===== config.mk =====
export PLATFORM = sky130hd
export DESIGN_NAME = rippleAlu
export DESIGN_NICKNAME = d
export VERILOG_FILES = /design/src/rtl/alu_pkg.sv /design/src/rtl/aluSlice.sv /design/src/rtl/aluControl.sv /design/src/rtl/aluDatapath.sv /design/src/rtl/rippleAlu.sv
export SDC_FILE = /design/constraint.sdc
export NUM_CORES = 1
export LEC_CHECK = 0
export CAP_MARGIN = 10
export CORE_MARGIN = 4
export CORE_UTILIZATION = 30
export DETAILED_ROUTE_END_ITERATION = 7
export DONT_BUFFER_PORTS = 1
export GPL_ROUTABILITY_DRIVEN = 1
export PLACE_DENSITY = 0.53
export SLEW_MARGIN = 20
export SYNTH_ARGS = -nofsm -noshare
export SYNTH_HDL_FRONTEND = slang
export SYNTH_SLANG_ARGS = --single-unit

===== constraint.sdc =====
create_clock -name vclk -period 33.1
set_input_delay 4.965 -clock vclk [all_inputs]
set_output_delay 4.965 -clock vclk [all_outputs]
set_load 0.05 [all_outputs]

===== src/rtl/alu_pkg.sv =====
package alu_pkg;
  typedef enum logic [1:0] {
    OP_XOR  = 2'b00,
    OP_NOR  = 2'b01,
    OP_SUM  = 2'b10,
    OP_LESS = 2'b11
  } aluOp_e;

  typedef struct packed {
    logic selXor;
    logic selNor;
    logic selSum;
    logic selLess;
    logic invB;
    logic cin;
  } aluStrobe_t;
endpackage


===== src/rtl/aluSlice.sv =====
module aluSlice
  import alu_pkg::*;
(
  input  logic a,
  input  logic b,
  input  logic lessIn,
  input  logic carryIn,
  input  logic invB,
  input  logic selXor,
  input  logic selNor,
  input  logic selSum,
  input  logic selLess,
  output logic res,
  output logic sumBit,
  output logic carryOut
);
  logic bEff;
  logic xorBit;
  logic norBit;

  always_comb begin
    bEff     = invB ? ~b : b;
    xorBit   = a ^ bEff;
    norBit   = ~(a | bEff);
    sumBit   = xorBit ^ carryIn;
    carryOut = (a & bEff) | (carryIn & xorBit);
    res      = (selXor & xorBit) | (selNor & norBit) |
               (selSum & sumBit) | (selLess & lessIn);
  end

  always_comb begin

    invert_path_chk: assert (invB || (xorBit == (a ^ b)));
  end
endmodule


===== src/rtl/aluControl.sv =====
module aluControl
  import alu_pkg::*;
(
  input  logic [1:0]  opCode,
  input  logic        invertB,
  input  logic        carryIn,
  output aluStrobe_t  strobe
);
  always_comb begin
    strobe         = '0;
    strobe.invB    = invertB;
    strobe.cin     = carryIn;
    unique case (aluOp_e'(opCode))
      OP_XOR:  strobe.selXor  = 1'b1;
      OP_NOR:  strobe.selNor  = 1'b1;
      OP_SUM:  strobe.selSum  = 1'b1;
      OP_LESS: strobe.selLess = 1'b1;
      default: strobe.selXor  = 1'b1;
    endcase
  end

  always_comb begin

    one_select_chk: assert ($onehot({strobe.selXor, strobe.selNor,
                                      strobe.selSum, strobe.selLess}));
  end
endmodule


===== src/rtl/aluDatapath.sv =====
module aluDatapath
  import alu_pkg::*;
#(
  parameter int WIDTH = 32
) (
  input  logic [WIDTH-1:0] opA,
  input  logic [WIDTH-1:0] opB,
  input  aluStrobe_t       strobe,
  output logic [WIDTH-1:0] result,
  output logic             carryOut,
  output logic             overflow
);
  localparam int MSB = WIDTH - 1;

  logic [WIDTH:0]   carryChain;
  logic [WIDTH-1:0] sumBits;
  logic [WIDTH-1:0] lessBits;
  logic             lessValue;

  assign carryChain[0] = strobe.cin;

  genvar gi;
  generate
    for (gi = 0; gi < WIDTH; gi++) begin : g_slice
      if (gi == 0) begin : g_low
        assign lessBits[gi] = lessValue;
      end else begin : g_high
        assign lessBits[gi] = 1'b0;
      end
      aluSlice u_slice (
        .a        (opA[gi]),
        .b        (opB[gi]),
        .lessIn   (lessBits[gi]),
        .carryIn  (carryChain[gi]),
        .invB     (strobe.invB),
        .selXor   (strobe.selXor),
        .selNor   (strobe.selNor),
        .selSum   (strobe.selSum),
        .selLess  (strobe.selLess),
        .res      (result[gi]),
        .sumBit   (sumBits[gi]),
        .carryOut (carryChain[gi+1])
      );
    end
  endgenerate

  assign carryOut  = carryChain[WIDTH];
  assign overflow  = carryChain[MSB] ^ carryChain[WIDTH];
  assign lessValue = sumBits[MSB] ^ overflow;

  logic [WIDTH-1:0] bRef;
  logic [WIDTH:0]   addRef;
  always_comb begin
    bRef   = strobe.invB ? ~opB : opB;
    addRef = {1'b0, opA} + {1'b0, bRef} + {{WIDTH{1'b0}}, strobe.cin};

    sum_match_chk: assert (addRef == {carryOut, sumBits});

    less_signed_chk: assert (!(strobe.selLess && strobe.invB && strobe.cin) ||
                             (result == {{(WIDTH-1){1'b0}},
                                         ($signed(opA) < $signed(opB))}));

    no_overflow_chk: assert (overflow == ((opA[MSB] == bRef[MSB]) &&
                                          (addRef[MSB] != opA[MSB])));

    less_upper_chk: assert (!strobe.selLess || (result[WIDTH-1:1] == '0));
  end
endmodule


===== src/rtl/rippleAlu.sv =====
module rippleAlu
  import alu_pkg::*;
#(
  parameter int WIDTH = 32
) (
  input  logic [WIDTH-1:0] opA,
  input  logic [WIDTH-1:0] opB,
  input  logic [1:0]       opCode,
  input  logic             invertB,
  input  logic             carryIn,
  output logic [WIDTH-1:0] result,
  output logic             carryOut,
  output logic             overflow
);
  aluStrobe_t strobe;

  aluControl u_ctrl (
    .opCode  (opCode),
    .invertB (invertB),
    .carryIn (carryIn),
    .strobe  (strobe)
  );

  aluDatapath #(.WIDTH(WIDTH)) u_dp (
    .opA      (opA),
    .opB      (opB),
    .strobe   (strobe),
    .result   (result),
    .carryOut (carryOut),
    .overflow (overflow)
  );
endmodule


### After elaboration in Yosys (flattened, before gate mapping)

Index checks and enable logic that the tools add are counted.

* $add $sub $neg: 0
* multipliers: 0
* divide/modulo/power cells: 0
* $lt $le $gt $ge: 0
* equality and inequality tests: 3
* shift-type cells: 0
* multiplexer cells: 36
* bitwise logic cells: 420
* reduce and logical (&&, ||, !) cells: 1

Operator list (number)
* $and A1 B1 Y1: 161
* $or A1 B1 Y1: 129
* $xor A1 B1 Y1: 66
* $not A1 Y1: 64
* $mux W1: 36
* $eq A2 B2 Y1 const B: 2
* $eq A2 B1 Y1 const B: 1
* $logic_not A2 Y1: 1

* flip-flop bits (word level): 0
* bits in latches: 0
* RAM bits: 0
* memory bits (read-only): 0
* output and inout bits: 34
* word-level logic and storage cells: 460
* memories kept: 0

### Longest topological paths before layout

* word-level depth: 71
* gate-level depth with buffers: 38
* depth with buffers taken out: 35

### By module

From an unflattened synthesis, not the netlist that was laid out.

* cell total of the unflattened synthesis: 297
* area, all modules: 2479.9 um^2

By module, submodules not included
* aluSlice: instances 32, cells an instance 9, area each 75.1 um^2, sequential area each 0.0 um^2
* aluControl: instances 1, cells an instance 6, area each 41.3 um^2, sequential area each 0.0 um^2
* aluDatapath: instances 1, cells an instance 3, area each 36.3 um^2, sequential area each 0.0 um^2

### Worst setup path before layout

OpenSTA, ideal clock, no wires.

* path type: input -> output
* start: input port invertB
* end: output port overflow
* arrival: 18.759 ns
* path slack: 9.376 ns
* stages: 36
* buffers on the path: 2
* path through: buf_4 -> buf_6 -> xor2_1 -> fa_1 -> fa_1 -> fa_1 -> fa_1 -> fa_1 -> fa_1 -> fa_1 -> fa_1 -> fa_1 -> fa_1 -> fa_1 -> fa_1 -> fa_1 -> fa_1 -> fa_1 -> fa_1 -> fa_1 -> fa_1 -> fa_1 -> fa_1 -> fa_1 -> fa_1 -> fa_1 -> fa_1 -> fa_1 -> fa_1 -> fa_1 -> fa_1 -> fa_1 -> fa_1 -> fa_1 -> fa_1 -> xor2_1

* cells in the longest elaborated chain, start to end: 67
* elaborated cells on any way between the ends: 161
* classes of those cells: mux: 32; bitwise: 129

RTL lines
* from (decl): line rippleAlu.sv:9 `input logic invertB,`
* $mux W1: line aluSlice.sv:22 `bEff = invB ? ~b : b;`
* $xor A1 B1 Y1: line aluSlice.sv:23 `xorBit = a ^ bEff;`
* $and A1 B1 Y1: line aluSlice.sv:26 `carryOut = (a & bEff) | (carryIn & xorBit);`
* $or A1 B1 Y1: line aluSlice.sv:26
* $and A1 B1 Y1: line aluSlice.sv:26
* $or A1 B1 Y1: line aluSlice.sv:26
* $and A1 B1 Y1: line aluSlice.sv:26
* $or A1 B1 Y1: line aluSlice.sv:26
* [52 not listed]
* $and A1 B1 Y1: line aluSlice.sv:26
* $or A1 B1 Y1: line aluSlice.sv:26
* $and A1 B1 Y1: line aluSlice.sv:26
* $or A1 B1 Y1: line aluSlice.sv:26
* $and A1 B1 Y1: line aluSlice.sv:26
* $or A1 B1 Y1 *: line aluSlice.sv:26
* net carryOut: line rippleAlu.sv:12 `output logic carryOut,`
* $xor A1 B1 Y1 *: line aluDatapath.sv:48 `assign overflow = carryChain[MSB] ^ carryChain[WIDTH];`
* to (decl): line rippleAlu.sv:13 `output logic overflow`

The timed path passes the listed nets; every way through them passes the cells marked *.

### Final worst setup path

Ends and elaborated chain as after synthesis.

==> run summary <==
required time of the critical path -> 28130 ps
Die Ht -> 100.6 um
min Tclk post-route -> 24010 ps
largest net degree at the start of global routing -> 34
status -> finished clean
Hold Fails Final Rpt -> 0
starting density of the core -> 0.3103
FP Rows -> 33
Post-CTS Setup Repair Bufs -> 0
First DRT Iteration DRCs -> 23
commonest non-fill, non-tap cells in the layout -> 65 x inv_1, 33 x xor2_1, 33 x fa_1
Die ar. -> 10130 um^2
Netlist cell types -> 11
startpoint types -> primary input
Internal -> 0.00001820 W
Comb power frac -> 1.000
worst hold stages -> 1
layout cells sized above 1 -> 0.01316
Total GRT Usage -> 0.1059
GP Congestion -> 0.7054
Seq pwr share -> 0
Resized cells post-CTS -> 0
global-route wire length before repair -> 8756 um
die width -> 100.6 um
final wirelength -> 5288 um
post-route ant nets -> 0
clock buf count -> 0
Fmax achieved -> 41.66 MHz
final core utilization -> 0.2827
first-pass detailed-route iteration total -> 4
area fraction of the dominant cell type after synthesis -> 0.2566
I/O Buffers -> 0
switching share of power -> 0.7080
sequential cell count -> 0
Ports -> 102
Clk pwr share -> 0
hold_sp -> opCode[1]
max incr delay on CP -> 900 ps
pwr dens -> 26.57 nW/um^2
Ys Warns -> 0
syn nets -> 407
Worst-Margin Slew -> 1149 ps
DRC -> 0
Hold/Removal Path Class -> primary input to output port
metal3 WL -> 596 um
CP Max Fanout -> 32
Worst path slowest cell -> xor2_1
hold buffer count at CTS -> 0
Synth area leader -> fa_1
sequential cell area fraction in the yosys report -> 0
CP most frequent cell -> fa_1
most common cell after layout, fill and taps aside -> inv_1
hold worst-path end -> result[11]
Mapped Cells -> 274
area delta synth->final -> -8.892%
Avg Cell Area, Syn -> 9.398 um^2
Wirelength per Cell -> 15.88 um
top layer in use -> met3
fin. max-slew vios -> 0
critical path start-end classification -> primary input to output port
cell area after synthesis -> 2575 um^2
flip-flop and latch area -> 0 um^2
Core Region -> 8299 um^2
worst rel slew slack -> 0.2347
met2 wire len -> 2627 um
M1 WL -> 2064 um
GR Overflow Total -> 0
DR vias/cell -> 4.757
initial antenna violation count -> 0
fin nets -> 363
data arrival time of the critical path -> 19040 ps
CP Capture Type -> output port
crit share post-route -> 0.7252
hpwl dp -> 4450 um
setup_tns -> 0 ps
most area-consuming cells after synthesis -> fa_1 26%, ha_1 16%, mux2i_1 12%
final setup violation count -> 0
RSZ-0062 raised after global routing -> false
max_cap viols -> 0
leak pwr -> 1.222 nW
net switching power -> 0.00004413 W
vias in the first global route -> 1738
VDD IR max -> 0.009929 mV
ant diodes -> 0
via count -> 1584
[final cells by class]
cell class | instances | area, um^2
inverters | 65 | 244.0
repair buffers | 1 | 7.507
multi-input cells | 162 | 1963
fillers | 888 | 5953
well taps | 105 | 131.4
[synthesized netlist by cell type, drive strengths merged]
cell type / number
buf: 44
clkbuf: 3
fa: 33
ha: 32
inv: 65
mux2i: 31
mux4: 1
nor2b: 1
o2bb2ai: 31
xor2: 33
[layer usage]
layer / vias to the layer above / track usage
li1: 755 / -
met1: 769 / 0.1323
met2: 60 / 0.1904
met3: 0 / 0.03183
met4: 0 / 0.001036
met5: - / 0
[how the worst max path moves through the flow]
stage	from	end	slack (ps)	cells past startpoint
finish	invertB	overflow	9090	34
detailed placement	invertB	overflow	9000	34
floorplan	invertB	overflow	9380	36
CTS	invertB	overflow	9000	34
global placement	invertB	overflow	9110	34
global route	invertB	overflow	8690	34
[cells by family after synthesis]
| kind of cell | count (synthesis) | synth area share |
|---|---|---|
| AOI/OAI and AO/OA | 31 | 0.1054 |
| xor gates and xnor gates | 33 | 0.1122 |
| adders and majority gates | 65 | 0.4120 |
| buffers and inverters | 112 | 0.2376 |
| muxes | 32 | 0.1293 |
| and+or+nand+nor | 1 | 0.003402 |
[worst max-delay path: cells and delay by family]
kind	cells	cell delay, ps
XOR/XNOR	2	1060
adder cells (fa/ha/maj)	32	12940
[per-stage QoR]
| stage | area [um^2] | hold slack [ps] | std cells | total power [W] | setup slack, ps |
|---|---|---|---|---|---|
| 2_1_floorplan | 2575 | 10260 | 274 | 0.00006742 | 9376 |
| 3_3_place_gp | 2346 | 10220 | 333 | 0.00006204 | 9109 |
| 3_5_place_dp | 2346 | 10220 | 333 | 0.00006342 | 8997 |
| 4_1_cts | 2346 | 10220 | 333 | 0.00006375 | 8997 |
| 5_1_grt | 2346 | 10220 | 333 | 0.00006947 | 8688 |
| 6_report | 2346 | 10220 | 333 | 0.00006233 | 9095 |
[power groups by stage]
stage | registers (W) | logic (W) | clock network, W
final | 0 | 0.0000623 | 0
after global routing | 0 | 0.0000695 | 0
after global placement | 0 | 0.0000620 | 0
after detailed placement | 0 | 0.0000634 | 0
after CTS | 0 | 0.0000637 | 0
after floorplan | 0 | 0.0000674 | 0
Note: power is estimated with default switching activity, not from simulation.
